[config.mk]
export PLATFORM = sky130hd
export DESIGN_NAME = gpio_mux_bank
export DESIGN_NICKNAME = d
export VERILOG_FILES = /design/src/rtl/gpio_mux_bank_pkg.sv /design/src/rtl/gmb_regfile.sv /design/src/rtl/gmb_sync.sv /design/src/rtl/gmb_pin.sv /design/src/rtl/gpio_mux_bank.sv
export SDC_FILE = /design/constraint.sdc
export NUM_CORES = 1
export LEC_CHECK = 0
export BUFFER_PORTS_ARGS = -buffer_cell sky130_fd_sc_hd__buf_4
export CORE_MARGIN = 2
export CORE_UTILIZATION = 48
export CTS_CLUSTER_DIAMETER = 80
export CTS_CLUSTER_SIZE = 28
export DETAILED_ROUTE_END_ITERATION = 8
export GPL_TIMING_DRIVEN = 1
export HOLD_SLACK_MARGIN = 0.1
export PLACE_DENSITY = 0.75
export SYNTH_ARGS = -nofsm -noshare
export SYNTH_HDL_FRONTEND = slang
export SYNTH_SLANG_ARGS = --single-unit
[constraint.sdc]
create_clock -name clk_i -period 1.85 [get_ports clk_i]
set_clock_uncertainty 0.15 [all_clocks]
set_input_delay 0.2775 -clock clk_i [delete_from_list [all_inputs] [get_ports clk_i]]
set_output_delay 0.2775 -clock clk_i [all_outputs]
set_load 0.005 [all_outputs]
[src/rtl/gpio_mux_bank_pkg.sv]
package gpio_mux_bank_pkg;
  localparam int unsigned ADDR_W = 4;

  typedef enum logic [ADDR_W-1:0] {
    OFF_DATA    = 4'd0,
    OFF_DSET    = 4'd1,
    OFF_DCLR    = 4'd2,
    OFF_PDIS    = 4'd3,
    OFF_DIR     = 4'd4,
    OFF_DIRSET  = 4'd5,
    OFF_DIRCLR  = 4'd6,
    OFF_SLEEP   = 4'd7,
    OFF_ASEL    = 4'd8,
    OFF_BSEL    = 4'd9
  } reg_off_e;

  typedef enum logic [1:0] {
    MODE_GPIO  = 2'b00,
    MODE_ALT_A = 2'b01,
    MODE_ALT_B = 2'b10,
    MODE_ALT_C = 2'b11
  } pin_mode_e;
endpackage

[src/rtl/gmb_regfile.sv]
module gmb_regfile
  import gpio_mux_bank_pkg::*;
#(
  parameter int unsigned NUM_PINS = 32
) (
  input  logic                clk_i,
  input  logic                rst_ni,
  input  logic                wr_en_i,
  input  logic [ADDR_W-1:0]   addr_i,
  input  logic [NUM_PINS-1:0] wdata_i,
  output logic [NUM_PINS-1:0] dout_q_o,
  output logic [NUM_PINS-1:0] dir_q_o,
  output logic [NUM_PINS-1:0] pdis_q_o,
  output logic [NUM_PINS-1:0] keep_q_o,
  output logic [NUM_PINS-1:0] asel_q_o,
  output logic [NUM_PINS-1:0] bsel_q_o
);
  localparam logic [NUM_PINS-1:0] ONES = '1;

  always_ff @(posedge clk_i or negedge rst_ni) begin
    if (!rst_ni) begin
      dout_q_o <= '0;
      dir_q_o  <= '0;
      pdis_q_o <= ONES;
      keep_q_o <= ONES;
      asel_q_o <= '0;
      bsel_q_o <= '0;
    end else if (wr_en_i) begin
      case (addr_i)
        OFF_DATA:   dout_q_o <= wdata_i;
        OFF_DSET:   dout_q_o <= dout_q_o | wdata_i;
        OFF_DCLR:   dout_q_o <= dout_q_o & ~wdata_i;
        OFF_PDIS:   pdis_q_o <= wdata_i;
        OFF_DIR:    dir_q_o  <= wdata_i;
        OFF_DIRSET: dir_q_o  <= dir_q_o | wdata_i;
        OFF_DIRCLR: dir_q_o  <= dir_q_o & ~wdata_i;
        OFF_SLEEP:  keep_q_o <= wdata_i;
        OFF_ASEL:   asel_q_o <= wdata_i;
        OFF_BSEL:   bsel_q_o <= wdata_i;
        default: ;
      endcase
    end
  end

  AST_DSET_MASKED: assert property (@(posedge clk_i) disable iff (!rst_ni)
    (wr_en_i && addr_i == OFF_DSET) |=>
      ((dout_q_o & $past(wdata_i)) == $past(wdata_i)) &&
      (((dout_q_o ^ $past(dout_q_o)) & ~$past(wdata_i)) == '0));

  AST_DCLR_MASKED: assert property (@(posedge clk_i) disable iff (!rst_ni)
    (wr_en_i && addr_i == OFF_DCLR) |=>
      ((dout_q_o & $past(wdata_i)) == '0) &&
      (((dout_q_o ^ $past(dout_q_o)) & ~$past(wdata_i)) == '0));

  AST_DIRSET_MASKED: assert property (@(posedge clk_i) disable iff (!rst_ni)
    (wr_en_i && addr_i == OFF_DIRSET) |=>
      ((dir_q_o & $past(wdata_i)) == $past(wdata_i)) &&
      (((dir_q_o ^ $past(dir_q_o)) & ~$past(wdata_i)) == '0));

  AST_UNMAPPED_NOP: assert property (@(posedge clk_i) disable iff (!rst_ni)
    (wr_en_i && addr_i > OFF_BSEL) |=>
      $stable(dout_q_o) && $stable(dir_q_o) && $stable(pdis_q_o) &&
      $stable(keep_q_o) && $stable(asel_q_o) && $stable(bsel_q_o));
endmodule

[src/rtl/gmb_sync.sv]
module gmb_sync #(
  parameter int unsigned WIDTH = 32
) (
  input  logic             clk_i,
  input  logic             rst_ni,
  input  logic [WIDTH-1:0] d_i,
  output logic [WIDTH-1:0] q_o
);
  logic [WIDTH-1:0] meta_q;

  always_ff @(posedge clk_i or negedge rst_ni) begin
    if (!rst_ni) begin
      meta_q <= '0;
      q_o    <= '0;
    end else begin
      meta_q <= d_i;
      q_o    <= meta_q;
    end
  end
endmodule

[src/rtl/gmb_pin.sv]
module gmb_pin
  import gpio_mux_bank_pkg::*;
(
  input  logic       dout_i,
  input  logic       dir_i,
  input  logic       pdis_i,
  input  logic       keep_i,
  input  logic       asel_i,
  input  logic       bsel_i,
  input  logic       sleep_i,
  input  logic [2:0] alt_out_i,  // {C, B, A}
  input  logic [2:0] alt_oe_i,
  output logic       out_o,
  output logic       oe_o,
  output logic       pull_en_o,
  output logic       pull_up_o
);
  pin_mode_e mode;
  logic      oe_n;
  logic      force_in;

  assign mode = pin_mode_e'({bsel_i, asel_i});

  always_comb begin
    case (mode)
      MODE_ALT_A: begin out_o = alt_out_i[0]; oe_n = alt_oe_i[0]; end
      MODE_ALT_B: begin out_o = alt_out_i[1]; oe_n = alt_oe_i[1]; end
      MODE_ALT_C: begin out_o = alt_out_i[2]; oe_n = alt_oe_i[2]; end
      default:    begin out_o = dout_i;       oe_n = dir_i;       end
    endcase
  end

  // sleep override turns the pin into a pulled input
  assign force_in  = sleep_i & ~keep_i;
  assign oe_o      = oe_n & ~force_in;
  assign pull_en_o = force_in | (~pdis_i & ~oe_n);
  assign pull_up_o = dout_i;
endmodule

[src/rtl/gpio_mux_bank.sv]
module gpio_mux_bank
  import gpio_mux_bank_pkg::*;
#(
  parameter int unsigned NUM_PINS = 32
) (
  input  logic                clk_i,
  input  logic                rst_ni,
  input  logic                sel_i,
  input  logic                we_i,
  input  logic [ADDR_W-1:0]   addr_i,
  input  logic [NUM_PINS-1:0] wdata_i,
  output logic [NUM_PINS-1:0] rdata_o,
  input  logic                sleep_i,
  input  logic [NUM_PINS-1:0] pad_in_i,
  output logic [NUM_PINS-1:0] pad_out_o,
  output logic [NUM_PINS-1:0] pad_oe_o,
  output logic [NUM_PINS-1:0] pull_en_o,
  output logic [NUM_PINS-1:0] pull_up_o,
  input  logic [NUM_PINS-1:0] alt_a_out_i,
  input  logic [NUM_PINS-1:0] alt_a_oe_i,
  input  logic [NUM_PINS-1:0] alt_b_out_i,
  input  logic [NUM_PINS-1:0] alt_b_oe_i,
  input  logic [NUM_PINS-1:0] alt_c_out_i,
  input  logic [NUM_PINS-1:0] alt_c_oe_i
);
  logic [NUM_PINS-1:0] dout_q, dir_q, pdis_q, keep_q, asel_q, bsel_q;
  logic [NUM_PINS-1:0] pad_sync;

  gmb_regfile #(.NUM_PINS(NUM_PINS)) u_regs (
    .clk_i    (clk_i),
    .rst_ni   (rst_ni),
    .wr_en_i  (sel_i & we_i),
    .addr_i   (addr_i),
    .wdata_i  (wdata_i),
    .dout_q_o (dout_q),
    .dir_q_o  (dir_q),
    .pdis_q_o (pdis_q),
    .keep_q_o (keep_q),
    .asel_q_o (asel_q),
    .bsel_q_o (bsel_q)
  );

  gmb_sync #(.WIDTH(NUM_PINS)) u_sync (
    .clk_i  (clk_i),
    .rst_ni (rst_ni),
    .d_i    (pad_in_i),
    .q_o    (pad_sync)
  );

  for (genvar n = 0; n < NUM_PINS; n++) begin : g_pin
    gmb_pin u_pin (
      .dout_i    (dout_q[n]),
      .dir_i     (dir_q[n]),
      .pdis_i    (pdis_q[n]),
      .keep_i    (keep_q[n]),
      .asel_i    (asel_q[n]),
      .bsel_i    (bsel_q[n]),
      .sleep_i   (sleep_i),
      .alt_out_i ({alt_c_out_i[n], alt_b_out_i[n], alt_a_out_i[n]}),
      .alt_oe_i  ({alt_c_oe_i[n], alt_b_oe_i[n], alt_a_oe_i[n]}),
      .out_o     (pad_out_o[n]),
      .oe_o      (pad_oe_o[n]),
      .pull_en_o (pull_en_o[n]),
      .pull_up_o (pull_up_o[n])
    );
  end

  always_comb begin
    case (addr_i)
      OFF_DATA:                          rdata_o = pad_sync;
      OFF_DSET, OFF_DCLR:                rdata_o = dout_q;
      OFF_PDIS:                          rdata_o = pdis_q;
      OFF_DIR, OFF_DIRSET, OFF_DIRCLR:   rdata_o = dir_q;
      OFF_SLEEP:                         rdata_o = keep_q;
      OFF_ASEL:                          rdata_o = asel_q;
      OFF_BSEL:                          rdata_o = bsel_q;
      default:                           rdata_o = '0;
    endcase
  end

  AST_SLEEP_RELEASES: assert property (@(posedge clk_i) disable iff (!rst_ni)
    sleep_i |-> ((pad_oe_o & ~keep_q) == '0) && ((pull_en_o | keep_q) == '1));

  AST_PULL_NOT_DRIVEN: assert property (@(posedge clk_i) disable iff (!rst_ni)
    (pull_en_o & pad_oe_o) == '0);

  AST_PULL_POLARITY: assert property (@(posedge clk_i) disable iff (!rst_ni)
    (sel_i && we_i && addr_i == OFF_DSET) |=> ((pull_up_o & $past(wdata_i)) == $past(wdata_i)));
endmodule

==> Word level (Yosys, flattened, before mapping) <==
Index checks and enable logic that the tools add are counted.
{ "word_totals": {"out_inout_bits": 160, "regBits": 256} }
{ "op_classes": {"bitwise": 262, "muxes": 67, "reduce_logical": 11, "n_eq_ne": 105} }
{ "op_table": {"columns": ["op", "n"], "rows": [
  ["$pmux 32 s7", 1],
  ["$pmux 1 s3", 64],
  ["$pmux 32 s3", 2],
  ["$eq 2x2->1 const B", 64],
  ["$not 1->1", 128],
  ["$and 1x1->1", 97],
  ["$and 32x32->32", 2],
  ["$eq 2x1->1 const B", 32],
  ["$or 32x32->32", 2],
  ["$not 32->32", 1],
  ["$or 1x1->1", 32],
  ["$eq 4x3->1 const B", 4],
  ["$reduce_and 2->1", 6],
  ["$eq 4x2->1 const B", 2],
  ["$eq 4x4->1 const B", 2],
  ["$reduce_bool 3->1", 2],
  ["$eq 4x1->1 const B", 1],
  ["$logic_not 4->1", 1],
  ["$reduce_or 3->1", 1],
  ["$reduce_or 2->1", 1]
]} }

==> Depth between registers and ports, before layout <==
Gate-level depths: netlist of the first run.
{ "depth": {"depth_word": 5, "ltp_mapped": 7, "depth_no_buf": 3} }

==> Hierarchy <==
Synthesis of the first run repeated with hierarchy kept, for this count alone.
{ "hier_totals": {"hier_cells": 1110, "area_unflattened_um2": 14141.1} }
{ "modules_own_cells": {"columns": ["module", "instances", "cells_per_inst", "area_per_inst_um2"], "rows": [
  ["gmb_regfile", 1, 523, 7678.6],
  ["gpio_mux_bank", 1, 331, 2498.6],
  ["gmb_pin", 32, 6, 73.8],
  ["gmb_sync", 1, 64, 1601.5]
]} }

==> Least setup slack after synthesis of the first run <==
No wires, ideal clock.
{ "synth_path": {"path_kind": "input to output", "from": "in addr_i[0]", "to": "out rdata_o[10]", "stages": 5, "arrival_time_ps": 1398, "path_buffers": 2, "slack_ps": 25, "path_cell_list": "buf_2 > buf_1 > mux2_2 > a32oi_1 > o211ai_1"} }
{ "synth_via": {"elab_chain_cells": 3, "word_cells_on_any_way": 13, "cone_classes": "eq/ne (9); mux (1); reduce/logical (3)"} }
{ "synth_rtl": {"columns": ["item", "line", "source"], "rows": [
  ["start: declaration", "gpio_mux_bank.sv:10", "input logic [ADDR_W-1:0] addr_i,"],
  ["$eq 4x3->1 (tied with other cells)", "gpio_mux_bank.sv:69", "case (addr_i)"],
  ["$reduce_or 3->1 or $reduce_or 2->1 (tied branches)", "gpio_mux_bank.sv:69", null],
  ["$pmux 32 s7 (*)", "gpio_mux_bank.sv:69", null],
  ["end: declaration", "gpio_mux_bank.sv:12", "output logic [NUM_PINS-1:0] rdata_o,"]
]} }
Mark *: on every way between the ends. The rest lies on a longest branch, timed or not.

==> Worst setup path in the final report of the first run <==
{ "layout_path": {"from": "reg u_regs.bsel_q_o[28]", "to": "out rdata_o[28]"} }
{ "layout_via": {"elab_chain_cells": 1} }
{ "layout_rtl": {"columns": ["item", "line", "source"], "rows": [
  ["start: declaration", "gmb_regfile.sv:16", "output logic [NUM_PINS-1:0] bsel_q_o"],
  ["start signal: assignment", "gmb_regfile.sv:39", "OFF_BSEL: bsel_q_o <= wdata_i;"],
  ["$pmux 32 s7", "gpio_mux_bank.sv:69", null]
]} }
Every way passes these cells.

==> flow_summary.ini, run 1 <==
[sta]
timing.final.ws_setup_ns = -0.3885
tns_ns = -35.03
min_period_over_period_pct = 121.0
drv_slew = 0
setup_violations = 128
fmax_ghz = 0.4467
period_minus_slack_ns = 2.239
tightest_slew_ns = 0.4738
finalHoldViolCount = 0
relSlewSlack_pct = 68.41
rsz0062_at_grt = yes

[yosys]
async_reset_ff_share_pct = 100.0
syn_avg_cell_area_um2 = 12.26
synth_nets = 1464
synth_area_mm2 = 0.01469
ys_warn_count = 0
yosysUniqueCellTypes = 35
synth_ff_type = dfrtp_1
syn_inst = 1199
ys_ff_latch = 256
synth-edff-count = 0
ys_seq_area_share_pct = 44.14

[critical_path]
cpPeakStageDelay_ns = 0.44
crit_type = flop to output port
cp_cell_sequence = buf_6 > mux2_4 > a32oi_1 > o211ai_1 > buf_4
critPathMaxFanout = 3
start_kind = flop
path_buf_inv = 2
crit_slowest_cell = dfrtp_1
cp_top_family = flip-flops
crit_arrival_ns = 1.81
worstPathRequired_ns = 1.42
crit_path_end_kind = output port

[outcome]
violations = setup timing
outcome = finished, violations left

[floorplan]
die_h_um = 179.0
dieWidth_um = 179.0
rows = 64
core_area_mm2 = 0.03035
pin_count = 425
die_area_mm2 = 0.03203
initial_core_util_pct = 48.42

[global_route]
grt_util_all_layers_pct = 30.10
grt_overflow_total = 0
antenna_found_initial = 2
grt_pass1_wl_um = 73220
grt_start_max_net_pins = 51
grt_pass1_vias = 12540

[cts]
clkTransAtPathRegs_ns = 0.11
clockBufferDepth = 3
cts_sinks = 256
root_buffer = clkbuf_16
cts_tree = done
cts_buffers = 14
htreeDepth = 1
clock_latency_ns = 0.50

[power]
vdd_drop_max_uv = 755.1
powerDensity_mw_per_mm2 = 961.8
leakagePower_uw = 0.009117

[place]
io_buffers = 424
placed_cell_area_mm2 = 0.01807
hpwlAfterDp_um = 33600
place.gp.congestion = 0.8547

[route]
ant_nets = 0
dr.pass1.iters = 5
drt_first_iter_violations = 999
vias_per_cell = 6.083
vias = 12340
drt-total-wl_um = 49720
routedWlPerCell_um = 24.50
drc = 0

[hold_path]
worstHoldPathType = input port to asynchronous set/reset pin

[final_layout]
fillers = 2133
fin_area_mm2 = 0.02029
drive_gt1_share_pct = 60.06
nNetsFinal = 1887
area.growth.synth_to_final_pct = 38.08

[flow_run]
cap_violations = 0
[sequential cells by signal (all words and copies together), names as in the netlist]
name / cells
u_regs.asel_q_o: 32
u_regs.bsel_q_o: 32
u_regs.dir_q_o: 32
u_regs.dout_q_o: 32
u_regs.keep_q_o: 32
u_regs.pdis_q_o: 32
u_sync.meta_q: 32
u_sync.q_o: 32
[worst register-to-register path: stages (launching register included)]
cell	delay, ns
dfrtp_2	0.47
buf_4	0.16
nor2b_1	0.12
a221o_1	0.28
[metal layers]
layer | vias up | GRT usage [%] | wire (um)
met4 | 0 | 9.925 | 1731
met3 | 140 | 4.432 | 3838
met1 | 6265 | 38.33 | 19110
met2 | 712 | 52.58 | 25030
met5 | - | 0 | 0
li1 | 5226 | - | -
[layout make-up]
type	instances	area, um^2	area share (%)
multi-input combinational	725	7267	35.82
sequential	256	6520	32.13
clock inverter	6	60.06	0.2960
timing repair buffer	624	5549	27.35
clock buffer	18	386.6	1.906
inverter	1	3.754	0.01850
antenna	3	7.507	0.03700
tap	396	495.5	2.442
[kinds of logic after synthesis]
family                 count (synthesis)  share of synthesized area [%]
AND/OR/NAND/NOR                      212                          9.128
buffers and inverters                218                          9.383
XOR/XNOR                               1                        0.05962
flip-flops                           256                          44.14
multiplexers                         256                          25.02
AO/OA/AOI/OAI                        256                          12.27
[synthesized netlist by cell type, types with 5 or more instances]
master,n,area [um^2]
a21boi_0,32,240.2
a221o_1,32,320.3
a22oi_1,32,240.2
a32oi_1,32,280.3
and2_1,34,212.7
and3_1,32,200.2
buf_2,25,125.1
buf_4,131,983.4
buf_6,5,56.30
clkbuf_1,54,202.7
dfrtp_1,192,4805
dfstp_2,64,1682
mux2_2,130,1464
mux2_4,30,450.4
mux2i_1,32,320.3
mux4_2,64,1441
nand2b_1,33,206.5
nand3_1,32,160.2
nor2b_1,34,212.7
nor3b_1,33,247.7
o211ai_1,31,232.7
o21ai_0,96,480.5
[per-stage QoR]
| stage | std cells | power [uW] | setup slack (ns) | util (%) | hold slack [ns] |
|---|---|---|---|---|---|
| 2_1_floorplan | 1199 | 12140 | 0.02499 | - | -0.1681 |
| 3_3_place_gp | 1887 | 14280 | -0.1682 | 59.54 | 0.08917 |
| 3_5_place_dp | 1887 | 14490 | -0.2092 | 59.54 | 0.09200 |
| 4_1_cts | 2020 | 19100 | -0.3625 | 65.95 | 0.1556 |
| 5_1_grt | 2028 | 20420 | -0.5018 | 66.85 | 0.1834 |
| 6_report | 2029 | 19510 | -0.3885 | 66.85 | 0.1556 |
[path summary, 6_finish.rpt]
check | slack, ns | cells after the start | startpoint | end
max | -0.39 | 5 | u_regs.bsel_q_o[28]$_DFFE_PN0P_ | rdata_o[28]
min | 0.16 | 2 | rst_ni | u_regs.dout_q_o[31]$_DFFE_PN0P_
max reg2reg | 0.57 | 3 | u_regs.dout_q_o[31]$_DFFE_PN0P_ | u_regs.dout_q_o[31]$_DFFE_PN0P_
min reg2reg | 0.20 | 0 | u_sync.meta_q[4]$_DFF_PN0_ | u_sync.q_o[4]$_DFF_PN0_
max in group asynchronous | 0.70 | 3 | rst_ni | u_regs.keep_q_o[9]$_DFFE_PN1P_
min in group clk_i | 0.20 | 0 | u_sync.meta_q[4]$_DFF_PN0_ | u_sync.q_o[4]$_DFF_PN0_
[report_power, final]
group | switching [uW] | internal [uW]
clock network | 1960 | 1560
registers | 1370 | 6890
logic | 2680 | 5040
[what timing repair did]
action                                  CTS  global route
gates cloned                              0             0
hold buffers                             65             0
endpoints found under the setup margin  128           128
hold endpoints to repair                426             0
gates resized for setup                 189            63
pin swaps                                81             8
buffers inserted                         45             6
[cell usage in the layout, fill, tap and decap left out, types with 25 or more instances in the layout]
cell type	netlist	routed
a21boi_0	32	32
a221o_1	32	32
a22oi_1	32	32
a32oi_1	32	25
and2_4	0	31
and3_1	32	32
buf_12	0	27
buf_4	131	436
buf_6	5	95
dfrtp_1	192	165
dfrtp_2	0	27
dfstp_2	64	64
dlygate4sd3_1	0	65
mux2_2	130	100
mux2_4	30	60
mux2i_1	32	32
mux4_2	64	64
nand2b_1	33	32
nand3_1	32	32
nor2b_1	34	33
nor3b_1	33	32
o211ai_1	31	31
o21ai_0	96	62
o21ai_2	0	27
(Power assumes the default switching activity.)
==> run 2, diff against run 1 <==
==> constraint.sdc (replaced) <==
create_clock -name clk_i -period 2.6 [get_ports clk_i]
set_clock_uncertainty 0.15 [all_clocks]
set_input_delay 0.39 -clock clk_i [delete_from_list [all_inputs] [get_ports clk_i]]
set_output_delay 0.39 -clock clk_i [all_outputs]
set_load 0.005 [all_outputs]
==> run 2 against run 1 <==
Against the previous run:
- the flow now finishes without violations
- worst hold slack improved by 0.031 ns
- die area unchanged
- first-iteration DRC count fell by 14%
- total power down 34%
- register-to-register slack improved by 0.85 ns
- utilization fell by 5.1 points
- combinational power is 44% lower
- clock-buffer cell count did not move
- flip-flop and latch count unchanged
- global-route usage down 1.7 points
- sequential share of layout area rose by 2.5 points
- via count fell by 5.8%
- critical path type unchanged
- largest cell class unchanged
- highest routed layer unchanged
==> flow_summary.ini, run 2 (synthesis gave the netlist of run 1 again) <==
[outcome]
outcome = completed

[floorplan]
core_area_mm2 = 0.03035
die_h_um = 179.0
dieWidth_um = 179.0
pin_count = 425
rows = 64
die_area_mm2 = 0.03203
initial_core_util_pct = 48.42

[final_layout]
area.growth.synth_to_final_pct = 27.54
nNetsFinal = 1795
ff_latch_area_mm2 = 0.006486
layout_commonest_cell = buf_4
drive_gt1_share_pct = 51.69
multiInputGateArea_mm2 = 0.006917
fin_util_pct = 61.75
fillers = 2352
layout.cells.non_filler = 1935
final_cell_mix = buf_4 (451), dfrtp_1 (192), mux2_2 (130)

[global_route]
grt_pass1_vias = 11860
grt_start_max_net_pins = 79
grt_util_all_layers_pct = 28.36
antenna_found_initial = 1
grt_pass1_wl_um = 69260
grt_overflow_total = 0

[route]
drt-total-wl_um = 46340
dr.pass1.iters = 5
drc = 0
routedWlPerCell_um = 23.95
vias_per_cell = 6.012
vias = 11630
drt_first_iter_violations = 862
ant_nets = 0

[place]
io_buffers = 424
place_inst = 1845
place.gp.congestion = 0.8447
hpwlAfterDp_um = 31800

[critical_path]
cp_top_family = multiplexers
crit_arrival_ns = 1.94
cpPeakStageDelay_ns = 0.53
worstPathRequired_ns = 2.06
critPathMaxFanout = 4
start_kind = flop
crit_type = flop to output port
cp_cell_sequence = mux4_2 > o21ai_1 > buf_4
path_buf_inv = 1
crit_path_end_kind = output port
crit_slowest_cell = mux4_2

[power]
total_power_uw = 12810
p_int_uw = 8943
seq_power_share_pct = 45.6
vdd_drop_max_uv = 419.3
pwr-share-comb_pct = 34.0
leakagePower_uw = 0.008332
clock_power_share_pct = 20.4
switchingPower_uw = 3868
powerDensity_mw_per_mm2 = 683.6
switching_share_pct = 30.19

[cts]
clockBufferDepth = 3
root_buffer = clkbuf_16
clock_latency_ns = 0.49
htreeDepth = 1
cts_sinks = 256
cts_buffers = 14
clkTransAtPathRegs_ns = 0.11
cts_tree = done

[sta]
tightest_slew_ns = 0.9750
finalHoldViolCount = 0
tns_ns = 0
hold_slack_ns = 0.1863
setup_violations = 0
min_period_over_period_pct = 95.48
rsz0062_at_grt = no
period_minus_slack_ns = 2.482
drv_slew = 0
relSlewSlack_pct = 35.00
fmax_ghz = 0.4028

[flow_run]
cap_violations = 0

[hold_path]
worstHoldPathType = flop to flop
==> run 2: changes by cell type in the layout (fill, tap and decap cells not counted), sizes merged <==
cell,before,now
buf,559,467
diode,3,1
bufinv,0,1
inv,4,3
==> run 2: worst reg2reg max path, stage by stage (launching register included) <==
cell	delay (ns)
dfrtp_1	0.46
nor2b_1	0.16
a221o_1	0.30
==> run 2: cell type report <==
type / instances / area share, %
Multi-Input combinational cell: 725 / 36.91
Sequential cell: 256 / 34.61
Timing Repair Buffer: 532 / 23.22
Tap cell: 396 / 2.644
Clock buffer: 18 / 2.116
Clock inverter: 6 / 0.4674
Inverter: 1 / 0.02003
Antenna cell: 1 / 0.01335
==> run 2: metrics by stage <==
stage | setup slack [ns] | instance area (um^2)
2_1_floorplan | 0.5500 | 14690
3_3_place_gp | 0.2259 | 17600
3_5_place_dp | 0.2368 | 17600
4_1_cts | 0.1280 | 18740
5_1_grt | 0.03109 | 18740
6_report | 0.1176 | 18740
==> run 2: timing repair <==
action,CTS,global route
hold endpoints to repair,243,0
hold buffers,65,0
setup buffers,0,0
endpoints found under the setup margin,0,1
gates resized for setup,0,1
==> run 2: metal layers <==
layer  track usage, %  share of wire, %  up-vias
met5                0                 0        -
met4            10.06               3.1        0
met2            48.40                50      612
met3            4.707               7.6      104
li1                 -                 -     5037
met1            36.50                39     5880
==> run 2: path summary, 6_finish.rpt <==
kind / startpoint / to / slack, ns / cells after the start
max: u_regs.bsel_q_o[31]$_DFFE_PN0P_ / pull_en_o[31] / 0.12 / 3
min: u_sync.meta_q[7]$_DFF_PN0_ / u_sync.q_o[7]$_DFF_PN0_ / 0.19 / 0
max reg2reg: u_regs.dout_q_o[0]$_DFFE_PN0P_ / u_regs.dout_q_o[0]$_DFFE_PN0P_ / 1.42 / 2
min reg2reg: u_sync.meta_q[7]$_DFF_PN0_ / u_sync.q_o[7]$_DFF_PN0_ / 0.19 / 0
max in group asynchronous: rst_ni / u_regs.pdis_q_o[23]$_DFFE_PN1P_ / 1.14 / 3
min in group asynchronous: rst_ni / u_regs.asel_q_o[28]$_DFFE_PN0P_ / 0.33 / 2
==> run 2: power by group through the flow <==
stage | combinational [uW] | clock, uW | sequential [uW]
floorplan | 3170 | 0 | 5470
global placement | 4150 | 0 | 5860
detailed placement | 4260 | 0 | 5890
CTS | 4360 | 2670 | 5820
global route | 4710 | 2810 | 5950
finish | 4350 | 2620 | 5840
